File: config.mk
export PLATFORM = sky130hd
export DESIGN_NAME = mmio_gatekeeper
export DESIGN_NICKNAME = d
export VERILOG_FILES = /design/src/rtl/gk_pkg.sv /design/src/rtl/gk_addr_decode.sv /design/src/rtl/gk_mode_latch.sv /design/src/rtl/gk_once_gate.sv /design/src/rtl/gk_rdata_mux.sv /design/src/rtl/mmio_gatekeeper.sv
export SDC_FILE = /design/constraint.sdc
export NUM_CORES = 1
export LEC_CHECK = 0
export ABC_AREA = 1
export BUFFER_PORTS_ARGS = -buffer_cell sky130_fd_sc_hd__buf_2
export CORE_AREA = 2 2 167 169
export CTS_CLUSTER_SIZE = 14
export DETAILED_ROUTE_END_ITERATION = 10
export DIE_AREA = 0 0 169 171
export PLACE_DENSITY = 0.47
export SLEW_MARGIN = 0
export SYNTH_ARGS = -nofsm -noshare
export SYNTH_HDL_FRONTEND = slang
export SYNTH_SLANG_ARGS = --single-unit
File: constraint.sdc
create_clock -name clk -period 2.5 [get_ports clk]
set_input_delay 0.125 -clock clk [delete_from_list [all_inputs] [get_ports clk]]
set_output_delay 0.125 -clock clk [all_outputs]
set_load 0.03 [all_outputs]
File: src/rtl/gk_pkg.sv
package gk_pkg;
   typedef enum logic [1:0] {
      RGN_ROM  = 2'b00,
      RGN_RAM  = 2'b01,
      RGN_RSV  = 2'b10,
      RGN_MMIO = 2'b11
   } region_e;

   localparam int NUM_CORES  = 7;
   localparam int CORE_RNG   = 0;
   localparam int CORE_TMR   = 1;
   localparam int CORE_KEY   = 2;
   localparam int CORE_UART  = 3;
   localparam int CORE_TOUCH = 4;
   localparam int CORE_FWRAM = 5;
   localparam int CORE_SYS   = 6;

   localparam logic [23:0] OFS_MODE   = 24'h000100;
   localparam logic [23:0] OFS_ID_LO  = 24'h000200;
   localparam logic [23:0] OFS_ID_HI  = 24'h000204;
   localparam logic [23:0] OFS_SEED_A = 24'h000300;
   localparam logic [23:0] OFS_SEED_B = 24'h000304;

   function automatic logic [7:0] core_prefix(input int idx);
      case (idx)
         CORE_RNG:   return 8'hC0;
         CORE_TMR:   return 8'hC1;
         CORE_KEY:   return 8'hC2;
         CORE_UART:  return 8'hC3;
         CORE_TOUCH: return 8'hC4;
         CORE_FWRAM: return 8'hD0;
         default:    return 8'hFF;
      endcase
   endfunction
endpackage

File: src/rtl/gk_addr_decode.sv
module gk_addr_decode
   import gk_pkg::*;
#(
   parameter int ADDR_W    = 32,
   parameter int ROM_BYTES = 32'h1800,
   parameter int RAM_BYTES = 32'h20000,
   parameter int KEY_WORDS = 8,
   parameter int N_CORES   = NUM_CORES,
   localparam int KIDX_W   = $clog2(KEY_WORDS)
) (
   input  logic [ADDR_W-1:0]  addr,
   output logic               rom_hit,
   output logic               ram_hit,
   output logic [N_CORES-1:0] core_hit,
   output logic               mode_hit,
   output logic               guarded_hit,
   output logic               key_in_range,
   output logic [KIDX_W-1:0]  key_idx
);
   localparam logic [29:0] ROM_LIM = 30'(ROM_BYTES);
   localparam logic [29:0] RAM_LIM = 30'(RAM_BYTES);
   localparam logic [23:0] KEY_LIM = 24'(KEY_WORDS * 4);

   if (ADDR_W != 32) begin : g_bad_addr
      $error("gk_addr_decode: ADDR_W must be 32");
   end
   if ((1 << KIDX_W) != KEY_WORDS) begin : g_bad_key
      $error("gk_addr_decode: KEY_WORDS must be a power of two");
   end

   region_e            rgn;
   logic [23:0]        ofs;

   assign rgn = region_e'(addr[31:30]);
   assign ofs = addr[23:0];

   assign rom_hit = (rgn == RGN_ROM) && (addr[29:0] < ROM_LIM);
   assign ram_hit = (rgn == RGN_RAM) && (addr[29:0] < RAM_LIM);

   for (genvar c = 0; c < N_CORES; c++) begin : g_core
      assign core_hit[c] = (rgn == RGN_MMIO) && (addr[31:24] == core_prefix(c));
   end

   assign mode_hit     = (ofs == OFS_MODE);
   assign guarded_hit  = (ofs == OFS_ID_LO) || (ofs == OFS_ID_HI) ||
                         (ofs == OFS_SEED_A) || (ofs == OFS_SEED_B);
   assign key_in_range = (ofs < KEY_LIM);
   assign key_idx      = addr[KIDX_W+1:2];
endmodule

File: src/rtl/gk_mode_latch.sv
module gk_mode_latch (
   input  logic clk,
   input  logic rst_n,
   input  logic set_req,
   output logic app_mode
);
   always_ff @(posedge clk or negedge rst_n) begin
      if (!rst_n)       app_mode <= 1'b0;
      else if (set_req) app_mode <= 1'b1;
   end
endmodule

File: src/rtl/gk_once_gate.sv
module gk_once_gate #(
   parameter int KEY_WORDS = 8,
   localparam int KIDX_W   = $clog2(KEY_WORDS)
) (
   input  logic                 clk,
   input  logic                 rst_n,
   input  logic                 consume,
   input  logic [KIDX_W-1:0]    idx,
   output logic [KEY_WORDS-1:0] used
);
   for (genvar w = 0; w < KEY_WORDS; w++) begin : g_word
      always_ff @(posedge clk or negedge rst_n) begin
         if (!rst_n)                                 used[w] <= 1'b0;
         else if (consume && (idx == KIDX_W'(w)))    used[w] <= 1'b1;
      end
   end
endmodule

File: src/rtl/gk_rdata_mux.sv
module gk_rdata_mux #(
   parameter int N_CORES = 7,
   parameter int DATA_W  = 32
) (
   input  logic                      rom_en,
   input  logic                      ram_en,
   input  logic [N_CORES-1:0]        core_en,
   input  logic                      int_en,
   input  logic [DATA_W-1:0]         rom_d,
   input  logic [DATA_W-1:0]         ram_d,
   input  logic [N_CORES*DATA_W-1:0] core_d,
   input  logic [DATA_W-1:0]         int_d,
   output logic [DATA_W-1:0]         q
);
   logic [DATA_W-1:0] part [N_CORES+1];

   assign part[0] = ({DATA_W{rom_en}} & rom_d) |
                    ({DATA_W{ram_en}} & ram_d) |
                    ({DATA_W{int_en}} & int_d);

   for (genvar c = 0; c < N_CORES; c++) begin : g_or
      assign part[c+1] = part[c] |
                         ({DATA_W{core_en[c]}} & core_d[c*DATA_W +: DATA_W]);
   end

   assign q = part[N_CORES];
endmodule

File: src/rtl/mmio_gatekeeper.sv
module mmio_gatekeeper
   import gk_pkg::*;
#(
   parameter int ADDR_W    = 32,
   parameter int DATA_W    = 32,
   parameter int ROM_BYTES = 32'h1800,
   parameter int RAM_BYTES = 32'h20000,
   parameter int KEY_WORDS = 8,
   localparam int N_CORES  = NUM_CORES,
   localparam int KIDX_W   = $clog2(KEY_WORDS)
) (
   input  logic                      clk,
   input  logic                      rst_n,
   input  logic [ADDR_W-1:0]         bus_addr,
   input  logic                      bus_rd,
   input  logic                      bus_wr,
   input  logic [DATA_W-1:0]         bus_wdata,
   input  logic [DATA_W-1:0]         rom_rdata,
   input  logic [DATA_W-1:0]         ram_rdata,
   input  logic [N_CORES*DATA_W-1:0] core_rdata,
   output logic                      sel_rom,
   output logic                      sel_ram,
   output logic [N_CORES-1:0]        sel_core,
   output logic                      out_rd,
   output logic                      out_wr,
   output logic [DATA_W-1:0]         out_wdata,
   output logic [DATA_W-1:0]         rdata,
   output logic                      denied,
   output logic                      app_mode
);
   if (DATA_W < 8) begin : g_bad_data
      $error("mmio_gatekeeper: DATA_W too small");
   end

   logic               rom_hit, ram_hit, mode_hit, guarded_hit, key_in_range;
   logic [N_CORES-1:0] core_hit, core_ok;
   logic [KIDX_W-1:0]  key_idx;
   logic [KEY_WORDS-1:0] key_used;
   logic               access, ext_ok, mode_ok, key_ok, mode_set, key_take;

   gk_addr_decode #(
      .ADDR_W(ADDR_W), .ROM_BYTES(ROM_BYTES), .RAM_BYTES(RAM_BYTES),
      .KEY_WORDS(KEY_WORDS), .N_CORES(N_CORES)
   ) u_dec (
      .addr(bus_addr), .rom_hit(rom_hit), .ram_hit(ram_hit),
      .core_hit(core_hit), .mode_hit(mode_hit), .guarded_hit(guarded_hit),
      .key_in_range(key_in_range), .key_idx(key_idx)
   );

   assign access  = bus_rd | bus_wr;
   assign key_ok  = !app_mode && key_in_range && bus_rd && !bus_wr &&
                    !key_used[key_idx];
   assign mode_ok = core_hit[CORE_SYS] && mode_hit && !(bus_wr && app_mode);

   for (genvar c = 0; c < N_CORES; c++) begin : g_rule
      if (c == CORE_KEY) begin : g_key
         assign core_ok[c] = key_ok;
      end else if (c == CORE_FWRAM) begin : g_fw
         assign core_ok[c] = !app_mode;
      end else if (c == CORE_SYS) begin : g_sys
         assign core_ok[c] = !mode_hit && !(guarded_hit && app_mode);
      end else begin : g_open
         assign core_ok[c] = 1'b1;
      end
   end

   assign ext_ok    = rom_hit | ram_hit | (|(core_hit & core_ok));
   assign denied    = access && !ext_ok && !mode_ok;

   assign sel_rom   = access & rom_hit;
   assign sel_ram   = access & ram_hit;
   assign sel_core  = {N_CORES{access}} & core_hit & core_ok;
   assign out_rd    = bus_rd & ext_ok;
   assign out_wr    = bus_wr & ext_ok;
   assign out_wdata = out_wr ? bus_wdata : '0;

   assign mode_set  = bus_wr && mode_ok && !app_mode;
   assign key_take  = core_hit[CORE_KEY] && key_ok;

   gk_mode_latch u_mode (
      .clk(clk), .rst_n(rst_n), .set_req(mode_set), .app_mode(app_mode)
   );

   gk_once_gate #(.KEY_WORDS(KEY_WORDS)) u_gate (
      .clk(clk), .rst_n(rst_n), .consume(key_take), .idx(key_idx), .used(key_used)
   );

   gk_rdata_mux #(.N_CORES(N_CORES), .DATA_W(DATA_W)) u_mux (
      .rom_en(bus_rd & sel_rom), .ram_en(bus_rd & sel_ram),
      .core_en({N_CORES{bus_rd}} & sel_core), .int_en(bus_rd & mode_ok),
      .rom_d(rom_rdata), .ram_d(ram_rdata), .core_d(core_rdata),
      .int_d({DATA_W{app_mode}}), .q(rdata)
   );
endmodule

After elaboration in Yosys (flattened, before gate mapping)
Index checks and enable logic that the tools add are counted.
- bits in registers: 9
- latch bits: 0
- memory bits (writable): 0
- bits in read-only memories: 0
- output and inout bits: 77
- word-level logic and storage cells: 115
- memories kept: 0
- $add $sub $neg: 0
- multiply operators: 0
- divide/modulo/power cells: 0
- magnitude comparators: 4
- equality and inequality tests: 21
- shifts and indexed selects: 0
- muxes and demuxes: 3
- bitwise operators: 33
- reductions and logical operators: 45
- operator list (operator ; count):
    32-bit bitwise AND ; 10
    32-bit OR ; 9
    24-bit by 10-bit == test with 1-bit output (second input constant) ; 4
    8-bit == test (second input constant) ; 7
    32-bit two-way mux ; 1
    1-bit logical AND ; 31
    30-bit by 13-bit less-than comparator with 1-bit output (second input constant) ; 1
    30-bit by 18-bit less-than comparator with 1-bit output (second input constant) ; 1
    7-bit bitwise AND ; 4
    24-bit by 9-bit == test with 1-bit output (second input constant) ; 1
    24-bit by 6-bit less-than comparator with 1-bit output (second input constant) ; 1
    3-bit == test (second input constant) ; 4
    1-bit zero test ; 8
    1-bit bitwise AND ; 7
    7-bit OR reduction ; 1
    3-bit by 2-bit == test with 1-bit output (second input constant) ; 2
    3-bit by 4-bit less-than comparator with 1-bit output (second input constant) ; 1
    1-bit binary-select mux with 3-bit select ; 1
    3-bit by 1-bit == test with 1-bit output (second input constant) ; 1
    3-bit zero test ; 1
    1-bit logical OR ; 3
    1-bit OR ; 3
    2-bit by 1-bit == test with 1-bit output (second input constant) ; 1
    2-bit == test (second input constant) ; 1
    2 further kinds ; 2

Longest topological paths before layout
Gate-level depths: netlist (run 1).
- depth after elaboration: 17
- mapped depth: 12
- depth with buffers taken out: 11

Modules after synthesis
Synthesis (run 1) repeated with hierarchy kept, for this count alone.
- cell total of the unflattened synthesis: 900
- area, all modules: 3941.3 um^2
- by module, submodules not included (module ; instances ; cells an instance ; area an instance (um^2) ; seq. area each (um^2)):
    gk_rdata_mux ; 1 ; 638 ; 2546.2 ; 0.0
    mmio_gatekeeper ; 1 ; 148 ; 701.9 ; 0.0
    gk_once_gate ; 1 ; 41 ; 335.3 ; 200.2
    gk_addr_decode ; 1 ; 69 ; 321.6 ; 0.0
    gk_mode_latch ; 1 ; 4 ; 36.3 ; 25.0

Worst setup path after synthesis (run 1)
Ideal clock, no wire load.
- kind: register -> output
- from: register u_mode.app_mode
- to: output port out_rd
- arrival time: 1.863 ns
- data required time: 2.375 ns
- setup slack: 0.512 ns
- stages on the path, launching flop included: 9
- buffers on the path: 1
- cell sequence: dfrtp_1 -> inv_1 -> nand3_1 -> nor2_1 -> nand2_1 -> nor2_2 -> nand3_4 -> buf_2 -> a31oi_1
- cells in the longest elaborated chain, start to end: 9
- elaborated cells between the ends (all ways): 12
- ends and longest elaborated chain (what ; line ; source):
    from (decl) ; gk_mode_latch.sv:5 ; output logic app_mode
    from (signal assigned) ; gk_mode_latch.sv:8 ; if (!rst_n) app_mode <= 1'b0;
    from (signal assigned) ; gk_mode_latch.sv:9 ; else if (set_req) app_mode <= 1'b1;
    1-bit zero test ; mmio_gatekeeper.sv:51, mmio_gatekeeper.sv:59 ;
    1-bit logical AND (4 in a row) ; mmio_gatekeeper.sv:51 ; assign key_ok = !app_mode && key_in_range && bus_rd && !bus_wr &&
    7-bit bitwise AND (*) ; mmio_gatekeeper.sv:67 ; assign ext_ok = rom_hit | ram_hit | (|(core_hit & core_ok));
    7-bit OR reduction (*) ; mmio_gatekeeper.sv:67 ;
    1-bit OR (*) ; mmio_gatekeeper.sv:67 ;
    1-bit bitwise AND (*) ; mmio_gatekeeper.sv:73 ; assign out_rd = bus_rd & ext_ok;
    to (decl) ; mmio_gatekeeper.sv:24 ; output logic out_rd,
Every way passes the cells marked *; elsewhere a longest branch is shown, timed or not.

Worst setup path after layout (run 1)
- from: register u_mode.app_mode
- to: output port out_wdata[7]
- cells in the longest elaborated chain, start to end: 10
- elaborated cells between the ends (all ways): 13
- ends and longest elaborated chain (what ; line ; source):
    1-bit zero test ; mmio_gatekeeper.sv:51, mmio_gatekeeper.sv:59 ;
    1-bit logical AND (4 in a row) ; mmio_gatekeeper.sv:51 ;
    7-bit bitwise AND (*) ; mmio_gatekeeper.sv:67 ;
    7-bit OR reduction (*) ; mmio_gatekeeper.sv:67 ;
    1-bit OR (*) ; mmio_gatekeeper.sv:67 ;
    1-bit bitwise AND (*) ; mmio_gatekeeper.sv:74 ; assign out_wr = bus_wr & ext_ok;
    32-bit two-way mux (*) ; mmio_gatekeeper.sv:75 ; assign out_wdata = out_wr ? bus_wdata : '0;
    to (decl) ; mmio_gatekeeper.sv:26 ; output logic [DATA_W-1:0] out_wdata,
Marks and branches as above.

==> results of run 1 <==
[repair_timing]
action,4_1_cts,5_1_grt
endpoints found under the setup margin,0,3
hold buffers,1,0
endpoints found under the hold margin,9,0
gates resized for setup,0,1
[placed cells by master, fill, tap and decap left out]
cell and count:
a21oi_1 65, dlygate4sd3_1 1, nor2_1 178, and3_1 1
clkbuf_16 3, nor3_1 2, nor2_2 32, dfrtp_1 9
nand3_1 114, nor3_2 1, buf_2 431, clkinv_2 1
nand2_8 1, inv_1 117, nand4_1 67, diode_2 2
buf_12 4, nand2_2 3, nand3_4 2, nand3_2 2
nor2_4 15, nand2_1 183, buf_4 25, a31oi_1 1
inv_2 11, o21bai_1 2, o21ai_0 3
[through the flow]
step | instance area, sq um | util [%]
after floorplan | 4160 | -
after global placement | 6750 | 24.7
after detailed placement | 6750 | 24.7
after CTS | 6840 | 25.0
after global routing | 6850 | 25.1
final | 6850 | 25.1
[registers in the layout (all words and copies together) (netlist names)]
signal and cells:
u_mode.app_mode 1, u_gate.used 8
[worst reg2reg max path: stages (launching register included)]
cell	delay [ps]
dfrtp_1	430
nor3_1	300
nand3_1	140
nor2_1	140
nand2_1	80
nor2_2	240
inv_1	100
o21bai_1	140
[power breakdown]
group	internal (mW)	switching, mW	leakage [nW]	total (mW)
clock network	0.211	0.0779	0.0409	0.289
registers	0.146	0.00000000000707	0.0892	0.146
logic	0.243	0.258	4.24	0.501
[metal layers]
layer  global-route usage [%]  routed length (microns)
met5                        0                        0
met1                     21.0                    11200
met4                     4.16                      401
met2                     29.5                    12800
met3                     1.50                     1660
[area by class of cell]
type	instances	area, sq um	area share, %
multi-input cells	672	3200	46.6
clock buffers	3	75.1	1.10
inverters	128	480	7.01
well taps	346	433	6.32
flip-flops and latches	9	225	3.29
diodes	2	5.00	0.0730
repair buffers	461	2430	35.5
clock inverters	1	5.00	0.0730
[path summary, 6_finish.rpt]
path | start | to | slack, ps | cells after the start
max | u_mode.app_mode$_DFFE_PN0P_ | out_wdata[7] | 240 | 13
max reg2reg | u_mode.app_mode$_DFFE_PN0P_ | u_gate.used[3]$_DFFE_PN0P_ | 850 | 7
min reg2reg | u_gate.used[7]$_DFFE_PN0P_ | u_gate.used[7]$_DFFE_PN0P_ | 450 | 2
min in group asynchronous | rst_n | u_gate.used[1]$_DFFE_PN0P_ | 280 | 2
max in group asynchronous | rst_n | u_gate.used[5]$_DFFE_PN0P_ | 2030 | 2
min | bus_addr[4] | u_gate.used[7]$_DFFE_PN0P_ | 230 | 3
[logic make-up after synthesis]
group	after synthesis	share of synthesized area (%)
flops	9	5.41
compound gates	71	8.69
simple gates	601	67.3
buf+inv	183	18.6
==> out/metrics.cfg, run 1 <==
[floorplanning]
start_util_pct = 15.2
die_area_sq_um = 28900
core-area_sq_um = 27300
ios = 433
std_cell_rows = 61
die_w_microns = 169
die_h_microns = 171

[route]
wire_per_inst_microns = 16.0
wl_mm = 26.0
drc_errors = 0
drt_iter0_markers = 356
drtPass1Iterations = 5
via_per_inst = 4.33
drtAntennaViolNets = 0
vias = 7024

[synthesis]
yosysMostFrequentCell = nand2_1
ys_types = 26
synthArstFlopShare_pct = 100
synth_edf_count = 0
ys_seq_area_share_pct = 5.41
synth_area_per_cell_sq_um = 4.82
syn_nets = 1220
synth_top_area_share_pct = 16.5
ys.flop_type = dfrtp_1
yosysTopAreaCell = nand2_1
netlist_top_cells_count = 183 x nand2_1, 180 x nor2_1, 117 x inv_1
yosysWarnings = 0
synth_area_leaders = nand2_1 17%, nor2_1 16%, nand3_1 14%
netlist_area_sq_um = 4160
syn_inst = 864
ys_ff_latch = 9

[placed_design]
hpwlAfterDp_mm = 21.5
dp_slack_ps = 434
placed_cells = 1615
io_buffer_count = 432
gp_congestion = 0.825

[clocking]
cts_tree = yes
cts_sinks = 9
clockBufferDepth = 2
post-cts-setup-buffers = 0
insertion_delay_ps = 240
root_buffer = clkbuf_16
cts.clk_slew.worst_paths_ps = 40
htree_num_levels = 1
cts_buffers = 3

[power_and_ir_drop]
power_density_nw_per_um2 = 137
peakVddDrop_uv = 167
power_mw = 0.937
p_leak_nw = 4.37

[sta]
finClkSkew_ps = 1.51
period_needed_ps = 2260
max_slew_margin_pct = 63.4
finalHoldViolCount = 0
holdWs_ps = 234
finalSetupTns_ps = 0
worst_slack_ps = 243
fmax_mhz = 443
period_share_pct = 90.3
setup_viol = 0
tightest_slew_ps = 547
slew_violations = 0
rsz0062_at_grt = no

[global_route]
grt_use_total_pct = 16.4
grt_pass1_wl_mm = 37.1
antenna_found_initial = 2
grt_pass1_vias = 6688
grt_max_degree = 85
globalRouteOverflowTotal = 0

[critical_path]
critPathSlowestCell = dfrtp_1
crit_chain = inv_1 -> nand3_1 -> nor2_1 -> nand2_1 -> nand2_1 -> inv_1 -> nand2_2 -> nor2_4 -> nand3_4 -> nand2_8 -> buf_12 -> nor2_2 -> buf_2
cp_max_fo = 18
critical_path_class = reg2out
path_buf_inv = 4
crit_family = simple AND/OR/NAND/NOR gates
cp.arrival_ps = 2130
max_stage_delay_ps = 430
crit_required_ps = 2380
start_kind = flip-flop
crit_path_end_kind = output pin

[layout]
area_growth_pct = 64.8
n_fill_cell = 3218
stdcell_count = 1622
fin_nets = 1631
drive_above_1_share_pct = 41.7

[hold_path]
hold_class = in2reg

[status]
status = finished clean

[job]
cap_viol_max_count = 0

(Power assumes the default switching activity.)
==> inputs of run 2 (changes only) <==
- CORE_AREA: 2 2 167 169 -> 2 2 168 170
- DIE_AREA: 0 0 169 171 -> 0 0 170 172
- PLACE_DENSITY: 0.47 -> 0.48
- RECOVER_POWER: default -> 50
- clock period: 2.5 -> 1.9 ns (I/O delays scaled with it)
==> out/metrics.cfg, run 2 (same netlist as run 1, synthesis figures left out) <==
[route]
vias = 7195
drtAntennaViolNets = 0
wl_mm = 27.6
wire_per_inst_microns = 16.7
drc_errors = 0
drt_iter0_markers = 314
drtPass1Iterations = 5
via_per_inst = 4.35

[floorplanning]
start_util_pct = 15.1
die_h_microns = 172
core-area_sq_um = 27500
std_cell_rows = 61
ios = 433
die_area_sq_um = 29200
die_w_microns = 170

[global_route]
grt_pass1_vias = 6808
grt_pass1_wl_mm = 38.1
antenna_found_initial = 7
grt_use_total_pct = 16.9
globalRouteOverflowTotal = 0
grt_max_degree = 56

[placed_design]
dpl_cell_area_sq_um = 7000
gp_congestion = 0.840
io_buffer_count = 432
placed_cells = 1631
hpwlAfterDp_mm = 22.1
dp_slack_ps = -32.9

[layout]
regMostFlops = u_gate.used
n_fill_cell = 3119
layout_common_cells = 359 x buf_2, 180 x nand2_1, 156 x nor2_1, 114 x inv_1, 112 x nand3_1
largestRegisters = u_gate.used x8, u_mode.app_mode x1
stdcell_count = 1654
final_area_sq_um = 7960
mostFrequentLayoutCell = buf_2
area_growth_pct = 91.4
largest_reg_flops = 8
drive_above_1_share_pct = 46.3
fin_nets = 1658

[power_and_ir_drop]
power_density_nw_per_um2 = 162
power_mw = 1.29
p_leak_nw = 4.61
peakVddDrop_uv = 211

[clocking]
root_buffer = clkbuf_16
cts_buffers = 3
cts_sinks = 9
htree_num_levels = 1
cts.clk_slew.worst_paths_ps = 40
clockBufferDepth = 2
cts_tree = yes
insertion_delay_ps = 240

[sta]
finClkSkew_ps = 1.28
rsz0062_at_grt = yes
setup_viol = 68
finalSetupTns_ps = -4870
finalHoldViolCount = 0
max_slew_margin_pct = 64.9
slew_violations = 0
period_share_pct = 107
worst_slack_ps = -135
period_needed_ps = 2030
tightest_slew_ps = 527
fmax_mhz = 491

[critical_path]
start_kind = flip-flop
critical_path_class = reg2out
cp_max_fo = 10
crit_required_ps = 1800
cp.arrival_ps = 1940
crit_path_end_kind = output pin

[status]
violations = negative setup slack
status = complete, but fails checks

[hold_path]
hold_class = in2reg

[job]
cap_viol_max_count = 0

run 2: cell count changes in the layout (fill, tap and decap cells not counted), moves of 7 or more:
cell	change
buf_4	+7
buf_12	+14
nor2_4	+17
buf_6	+73
nor2_1	-22
buf_2	-72
a21oi_2	+15
a21oi_1	-18
run 2: routing by layer:
metal	track usage (%)	part of all wire (%)	up-vias
li1	-	-	3627
met1	21.8	43	3219
met2	28.5	49	314
met3	2.27	6.3	35
met4	6.65	2.1	0
met5	0	0	-
run 2: final timing paths:
| path | from | end | slack [ps] | cells past startpoint |
|---|---|---|---|---|
| worst max-delay path | u_mode.app_mode$_DFFE_PN0P_ | out_wdata[7] | -130 | 13 |
| worst min-delay path | bus_addr[4] | u_gate.used[7]$_DFFE_PN0P_ | 190 | 3 |
| worst max register to register | u_mode.app_mode$_DFFE_PN0P_ | u_gate.used[3]$_DFFE_PN0P_ | 150 | 9 |
| worst min register to register | u_gate.used[7]$_DFFE_PN0P_ | u_gate.used[7]$_DFFE_PN0P_ | 450 | 2 |
| max in group asynchronous | rst_n | u_mode.app_mode$_DFFE_PN0P_ | 1200 | 2 |
| min in group asynchronous | rst_n | u_gate.used[7]$_DFFE_PN0P_ | 350 | 2 |
run 2: final cells by class:
cell class              instances  area [sq um]  share of cell area [%]
repair buffers                488          3270                    41.1
multi-input cells             672          3460                    43.4
clock buffers                   4          78.8                   0.990
inverters                     128           480                    6.03
flip-flops and latches          9           225                    2.83
well taps                     346           433                    5.44
diodes                          7          17.5                   0.220
run 2: worst max-delay path, stage by stage (launching register included):
cell and delay (ps):
dfrtp_1 390, buf_6 130, nand2_2 60, inv_2 30, nand3_2 50, nor2_1 40
nand3_1 100, nand3_4 120, buf_4 170, nand3_4 90, nand2_8 80, buf_12 170
nor2_2 110, buf_6 150
run 2: stage by stage:
| stage | utilization, % | hold slack [ps] |
|---|---|---|
| 3_3_place_gp | 25.5 | -39.9 |
| 5_1_grt | 29.0 | 213 |
| 2_1_floorplan | - | -201 |
| 4_1_cts | 27.9 | 188 |
| 6_report | 29.0 | 195 |
| 3_5_place_dp | 25.5 | -33.9 |
run 2: power breakdown:
| group | switching, mW | total, mW | internal, mW | leakage, nW |
|---|---|---|---|---|
| combinational | 0.370 | 0.720 | 0.350 | 4.49 |
| sequential | 0.00000000000938 | 0.193 | 0.193 | 0.0892 |
| clock | 0.0965 | 0.377 | 0.281 | 0.0382 |
run 2: timing repair:
action,in CTS,in global routing
setup endpoints to repair,65,70
pin swaps,5,11
hold buffers,1,0
cloned,2,1
hold endpoints to repair,9,0
setup buffers,8,4
resized for setup,137,95
